**config.mk**
```make
export PLATFORM = sky130hd
export DESIGN_NAME = csk_adder
export DESIGN_NICKNAME = d
export VERILOG_FILES = /design/src/rtl/csk_pkg.sv /design/src/rtl/csk_skip_mux.sv /design/src/rtl/csk_group.sv /design/src/rtl/csk_adder.sv
export SDC_FILE = /design/constraint.sdc
export NUM_CORES = 1
export LEC_CHECK = 0
export BUFFER_PORTS_ARGS = -buffer_cell sky130_fd_sc_hd__buf_2
export CAP_MARGIN = 10
export CORE_ASPECT_RATIO = 2
export CORE_MARGIN = 1.5
export CORE_UTILIZATION = 45
export DETAILED_ROUTE_END_ITERATION = 6
export GPL_ROUTABILITY_DRIVEN = 0
export PLACE_DENSITY = 0.85
export SYNTH_ARGS = -nofsm -noshare
export SYNTH_HDL_FRONTEND = slang
export SYNTH_SLANG_ARGS = --single-unit
export TNS_END_PERCENT = 50
```
**constraint.sdc**
```tcl
create_clock -name vclk -period 3.8
set_input_delay 0.19 -clock vclk [all_inputs]
set_output_delay 0.19 -clock vclk [all_outputs]
set_load 0.01 [all_outputs]
```
**src/rtl/csk_pkg.sv**
```systemverilog
package csk_pkg;
  // One ripple step: pass the incoming carry if the bit propagates,
  // otherwise the y bit is the generated (or killed) carry.
  function automatic logic ripple_step(input logic p, input logic c, input logic yb);
    return p ? c : yb;
  endfunction

  // One step of the group-propagate chain.
  function automatic logic prop_step(input logic p, input logic run);
    return p ? run : 1'b0;
  endfunction
endpackage

```
**src/rtl/csk_skip_mux.sv**
```systemverilog
module csk_skip_mux (
  input  logic grp_prop,
  input  logic c_enter,
  input  logic c_ripple,
  output logic c_leave
);
  always_comb begin
    if (grp_prop) c_leave = c_enter;
    else          c_leave = c_ripple;
  end
endmodule

```
**src/rtl/csk_group.sv**
```systemverilog
module csk_group #(
  parameter int BLK = 4
) (
  input  logic [BLK-1:0] xa,
  input  logic [BLK-1:0] yb,
  input  logic           c_in,
  output logic [BLK-1:0] s,
  output logic           c_out,
  output logic           gprop
);
  import csk_pkg::*;

  logic [BLK-1:0] p;
  logic [BLK:0]   rc;
  logic [BLK:0]   pc;

  assign rc[0] = c_in;
  assign pc[0] = 1'b1;

  for (genvar i = 0; i < BLK; i++) begin : g_bit
    assign p[i]    = xa[i] ^ yb[i];
    assign s[i]    = p[i] ^ rc[i];
    assign rc[i+1] = ripple_step(p[i], rc[i], yb[i]);
    assign pc[i+1] = prop_step(p[i], pc[i]);
  end

  assign gprop = pc[BLK];

  csk_skip_mux u_skip (
    .grp_prop (gprop),
    .c_enter  (c_in),
    .c_ripple (rc[BLK]),
    .c_leave  (c_out)
  );
endmodule

```
**src/rtl/csk_adder.sv**
```systemverilog
module csk_adder #(
  parameter int WIDTH = 32,
  parameter int BLK   = 4
) (
  input  logic [WIDTH-1:0] x,
  input  logic [WIDTH-1:0] y,
  input  logic             cin,
  output logic [WIDTH-1:0] sum,
  output logic             cout
);
  localparam int NGRP = WIDTH / BLK;

  if (BLK < 1 || (WIDTH % BLK) != 0) begin : g_bad_cfg
    $error("csk_adder: BLK must divide WIDTH");
  end

  logic [NGRP:0]   chain;
  logic [NGRP-1:0] grp_cin;
  logic [NGRP-1:0] grp_cout;
  logic [NGRP-1:0] grp_prop;

  assign chain[0] = cin;

  for (genvar g = 0; g < NGRP; g++) begin : g_grp
    csk_group #(.BLK(BLK)) u_grp (
      .xa    (x[g*BLK +: BLK]),
      .yb    (y[g*BLK +: BLK]),
      .c_in  (chain[g]),
      .s     (sum[g*BLK +: BLK]),
      .c_out (chain[g+1]),
      .gprop (grp_prop[g])
    );
  end

  assign grp_cin  = chain[NGRP-1:0];
  assign grp_cout = chain[NGRP:1];
  assign cout     = chain[NGRP];
endmodule

```
==> flow_summary.json, run 1 <==
{
  "worst_pin_slew_ns": 0.5305,
  "die_h_um": 83.87,
  "worst_setup_path_end_kind": "primary output",
  "n_fill_cell": 302,
  "yosysWarningCount": 0,
  "peakVddDrop_mv": 0.1225,
  "fin_ws_ns": 0.5347,
  "vias": 1899,
  "drtIter0Drc": 28,
  "dp_cells": 333,
  "dp_hpwl_um": 3796,
  "synth-adder-area-share_pct": 8.929,
  "cts_resized": 0,
  "crit_type": "primary input to primary output",
  "slew_viol_final": 0,
  "overflow": 0,
  "hold_depth": 3,
  "hold_viol": 0,
  "die_area_sq_um": 3643,
  "globalRouteTotalUtil_pct": 21.99,
  "power_frac_seq_pct": 0,
  "status": "complete, no violations",
  "p_sw_share_pct": 53.22,
  "start_util_pct": 46.61,
  "period_needed_ns": 3.265,
  "synth_cells": 204,
  "ff_latch_area_sq_um": 0,
  "syn_area_per_cell_sq_um": 7.213,
  "worst_ep_arrival_time_ns": 3.08,
  "area_growth_pct": 35.97,
  "yosys.area_share.simple_pct": 17.01,
  "antenna_found_initial": 0,
  "grt_max_degree": 7,
  "synth_fp_nets": 269,
  "pre_cts_slack_ns": 0.4927,
  "fmax_mhz": 306.2,
  "synthXorXnorAreaFrac_pct": 37.50,
  "synth_cell_types": 48,
  "cts_hold_buffers": 0,
  "multiInputGateArea_sq_um": 1449,
  "first_pass_iters": 4,
  "design.seq.count": 0,
  "critPathMaxFanout": 4,
  "row_count": 29,
  "hp-class": "primary input to primary output",
  "period_share_pct": 85.93,
  "fin_setup_tns_ns": 0,
  "yosys-mux-area-fraction_pct": 0,
  "drc_errors": 0,
  "grt_pass1_vias": 1834,
  "maxSlewHeadroom_pct": 64.14,
  "antennaDiodeCount": 0,
  "p_int_mw": 0.1960,
  "p_leak_nw": 0.8788,
  "syn_area_sq_um": 1471,
  "start_kind": "primary input",
  "via_per_inst": 5.703,
  "instances_no_fill": 333,
  "core_area_sq_um": 3157,
  "power_density_nw_per_um2": 209.4,
  "postLayoutCoreUtil_pct": 63.38,
  "cts_setup_buffers": 0,
  "wl_um": 4195,
  "synth_compound_area_share_pct": 35.03,
  "netSwitchingPower_mw": 0.2230,
  "nClkBuffers": 0,
  "die_width_um": 43.44,
  "clkPwrFrac_pct": 0,
  "cp.required_ns": 3.61,
  "postRouteAntennaNets": 0,
  "wl_per_cell_um": 12.60,
  "max_cap_violations": 0,
  "whs_ns": 0.6772,
  "pwr-share-comb_pct": 100.0,
  "rsz0062_at_grt": "false",
  "grt_pass1_wl_um": 6831,
  "synth_top_family_by_area": "XOR/XNOR gates",
  "nets": 369,
  "setup_viol": 0,
  "crit_path_start": "y[1]",
  "boundaryPins": 98,
  "holdCritStartpoint": "cin",
  "drive_gt1_share_pct": 39.74,
  "ys_seq_area_share_pct": 0,
  "portBuffers": 98
}
path summary, 6_finish.rpt:
kind,slack (ns),end
setup / recovery,0.53,sum[23]
hold / removal,0.68,sum[0]
stage by stage:
step	instance area (sq um)	total power [mW]
2_1_floorplan	1471	0.2572
3_3_place_gp	2001	0.4144
3_5_place_dp	2001	0.4203
4_1_cts	2001	0.4221
5_1_grt	2001	0.4581
6_report	2001	0.4190
worst max-delay path: stages:
cell and delay (ns):
buf_2 0.12, xor2_1 0.18, and3_1 0.20, o2bb2ai_2 0.24
o21ai_2 0.13, o21a_1 0.22, a31o_2 0.24, a21oi_4 0.19
o22ai_2 0.12, a21o_2 0.24, maj3_2 0.32, maj3_1 0.37
xnor2_1 0.15, buf_2 0.15
cell usage after synthesis (all sizes together) (2+ instances only):
| library cell | instances | area, sq um |
|---|---|---|
| xnor2 | 48 | 420.4 |
| a31oi | 3 | 18.77 |
| nand2 | 22 | 82.58 |
| o211ai | 2 | 15.01 |
| o221ai | 2 | 23.77 |
| a21oi | 13 | 80.08 |
| a21o | 4 | 32.53 |
| nor3 | 2 | 10.01 |
| o21ai | 15 | 82.58 |
| o31ai | 4 | 35.03 |
| inv | 6 | 22.52 |
| a22oi | 6 | 45.04 |
| or2 | 2 | 12.51 |
| nand3 | 4 | 20.02 |
| maj3 | 13 | 131.4 |
| a211oi | 3 | 32.53 |
| xor2 | 15 | 131.4 |
| o21a | 2 | 15.01 |
| nor4b | 2 | 17.52 |
| o22ai | 5 | 37.53 |
| a211o | 2 | 18.77 |
| nor2 | 15 | 58.81 |
layer usage:
layer / wire (um) / global-route usage, % / up-vias
li1: - / - / 949
met1: 1345 / 18.43 / 861
met2: 2545 / 50.07 / 89
met3: 305 / 2.814 / 0
met4: 0 / 0.5510 / 0
met5: 0 / 0 / -
power by group through the flow:
stage / sequential [mW] / combinational [mW] / clock (mW)
floorplan: 0 / 0.257 / 0
global placement: 0 / 0.414 / 0
detailed placement: 0 / 0.420 / 0
CTS: 0 / 0.422 / 0
global route: 0 / 0.458 / 0
finish: 0 / 0.419 / 0
kinds of logic after synthesis:
kind of cell	after synthesis
buf+inv	6
xor+xnor	63
fa+ha+maj	13
compound gates	68
simple gates	54
final cells by class:
type | instances | area share (%)
timing repair buffer | 98 | 24.52
inverter | 6 | 1.126
multi-input combinational | 198 | 72.42
tap | 31 | 1.939
layout by cell type (no fill, tap or decap), drive strengths merged:
cell / synthesis / final
nor2: 15 / 15
o31ai: 4 / 4
o21a: 2 / 2
maj3: 13 / 13
o2111a: 1 / 1
nor4b: 2 / 2
nand3: 4 / 4
a31oi: 3 / 3
buf: 0 / 98
a221oi: 1 / 1
o2bb2ai: 1 / 1
o22ai: 5 / 5
xor2: 15 / 15
inv: 6 / 6
a22o: 1 / 1
nor3: 2 / 2
nand2b: 1 / 1
a211o: 2 / 2
o21ai: 15 / 15
o211ai: 2 / 2
nor2b: 1 / 1
o221ai: 2 / 2
or2: 2 / 2
and2: 1 / 1
a21oi: 13 / 13
xnor2: 48 / 48
nor4: 1 / 1
nand4: 1 / 1
a21boi: 1 / 1
nand2: 22 / 22
a22oi: 6 / 6
o221a: 1 / 1
a31o: 1 / 1
a21o: 4 / 4
or4: 1 / 1
and3: 1 / 1
a211oi: 3 / 3
No activity file was read; power rests on OpenSTA's default activity.
==> inputs of run 2 (changes only) <==
--- a/config.mk
+++ b/config.mk
@@ -16,4 +16,3 @@
 export SYNTH_ARGS = -nofsm -noshare
 export SYNTH_HDL_FRONTEND = slang
 export SYNTH_SLANG_ARGS = --single-unit
-export TNS_END_PERCENT = 50
==> constraint.sdc (replaced) <==
create_clock -name vclk -period 3.8
set_input_delay 0.38 -clock vclk [all_inputs]
set_output_delay 0.38 -clock vclk [all_outputs]
set_load 0.01 [all_outputs]
==> run 2 against run 1 <==
  * Global-route usage decreased by 0.13 points
  * Setup slack got worse by 0.35 ns
  * Via count decreased by 1.2%
  * Die area unchanged
  * Highest routed layer unchanged
==> flow_summary.json, run 2 (synthesis results as in run 1) <==
{
  "status": "complete, no violations",
  "start_util_pct": 46.61,
  "portBuffers": 98,
  "worst_ep_arrival_time_ns": 3.24,
  "whs_ns": 1.066,
  "start_kind": "primary input",
  "period_share_pct": 95.17,
  "antenna_found_initial": 0,
  "fin_setup_tns_ns": 0,
  "p_int_mw": 0.1983,
  "grt_max_degree": 7,
  "p_leak_nw": 0.8838,
  "hold_depth": 3,
  "drc_errors": 0,
  "hp-class": "primary input to primary output",
  "nClkBuffers": 0,
  "dp_hpwl_um": 3757,
  "peakVddDrop_mv": 0.1375,
  "holdCritStartpoint": "cin",
  "critPathSlowestCell": "maj3_1",
  "pre_cts_slack_ns": 0.1192,
  "area_growth_pct": 37.58,
  "core_area_sq_um": 3157,
  "drtIter0Drc": 50,
  "design.seq.count": 0,
  "ff_latch_area_sq_um": 0,
  "max_cap_violations": 0,
  "nets": 369,
  "slew_viol_final": 0,
  "design_power_total_mw": 0.4249,
  "first_pass_iters": 4,
  "fin_ws_ns": 0.1836,
  "path_common_cell": "buf_2",
  "power_density_nw_per_um2": 209.9,
  "postRouteAntennaNets": 0,
  "vias": 1876,
  "p_sw_share_pct": 53.31,
  "instances_no_fill": 333,
  "hold_viol": 0,
  "globalRouteTotalUtil_pct": 21.87,
  "die_area_sq_um": 3643,
  "cts_setup_buffers": 0,
  "rsz0062_at_grt": "true",
  "crit_type": "primary input to primary output",
  "crit_path_start": "y[1]",
  "path_cells": "buf_2 -> xor2_1 -> and3_1 -> o2bb2ai_4 -> o21ai_2 -> o21a_1 -> a31o_2 -> a21oi_4 -> o22ai_2 -> a21o_2 -> maj3_2 -> maj3_1 -> xnor2_1 -> buf_2",
  "cp.required_ns": 3.42,
  "netSwitchingPower_mw": 0.2265,
  "power_frac_seq_pct": 0,
  "overflow": 0,
  "dp_cells": 333,
  "postLayoutCoreUtil_pct": 64.13,
  "wl_per_cell_um": 12.65,
  "maxSlewHeadroom_pct": 64.77,
  "grt_pass1_wl_um": 6720,
  "critPathMaxFanout": 4,
  "setup_viol": 0,
  "antennaDiodeCount": 0,
  "boundaryPins": 98,
  "die_width_um": 43.44,
  "clkPwrFrac_pct": 0,
  "fin_area_sq_um": 2024,
  "row_count": 29,
  "max_stage_delay_ns": 0.37,
  "worst_pin_slew_ns": 0.5212,
  "wl_um": 4212,
  "fmax_mhz": 276.5,
  "die_h_um": 83.87,
  "grt_pass1_vias": 1816,
  "period_needed_ns": 3.616,
  "cts_hold_buffers": 0,
  "drive_gt1_share_pct": 40.07,
  "via_per_inst": 5.634,
  "final_common_cell": "buf_2",
  "pwr-share-comb_pct": 100.0,
  "worst_setup_path_end_kind": "primary output",
  "layout_common_cells": "98 x buf_2, 48 x xnor2_1, 22 x nand2_1",
  "postPlaceCellArea_sq_um": 2001
}
[run 2: cell count changes in the layout (fill, tap and decap cells not counted)]
cell | before | now
a211oi_4 | 0 | 1
a21oi_2 | 1 | 2
a211oi_2 | 2 | 1
o2bb2ai_4 | 0 | 1
a21oi_1 | 11 | 10
o2bb2ai_2 | 1 | 0
[run 2: final timing paths]
path                       to
worst max-delay path  sum[23]
worst min-delay path   sum[0]
[run 2: routing by layer]
metal | GRT usage [%] | part of all wire (%) | wire length [um] | vias up
met4 | 0.5510 | 0 | 0 | 0
met3 | 2.381 | 6.6 | 280 | 0
met2 | 50.20 | 61 | 2567 | 83
li1 | - | - | - | 945
met1 | 18.17 | 32 | 1365 | 848
met5 | 0 | 0 | 0 | -
[run 2: power groups by stage]
stage          Sequential, mW  Combinational [mW]  Clock [mW]
2_1_floorplan               0               0.257           0
3_3_place_gp                0               0.414           0
3_5_place_dp                0               0.421           0
4_1_cts                     0               0.423           0
5_1_grt                     0               0.464           0
6_report                    0               0.425           0
[run 2: timing repair]
action,in CTS,in global routing
hold endpoints to repair,0,0
setup endpoints to repair,0,3
gates resized for setup,0,3
[run 2: final cells by class]
type / count / area, sq um
Multi-Input combinational cell: 198 / 1473
Fill cell: 302 / 1132
Inverter: 6 / 22.52
Tap cell: 31 / 38.79
Timing Repair Buffer: 98 / 490.5
[run 2: worst max-delay path: cells and delay by family]
family	cells	cell delay (ns)
adders and majority gates	2	0.70
AOI/OAI and AO/OA	7	1.34
and+or+nand+nor	1	0.22
xor gates and xnor gates	2	0.33
buffers and inverters	2	0.27
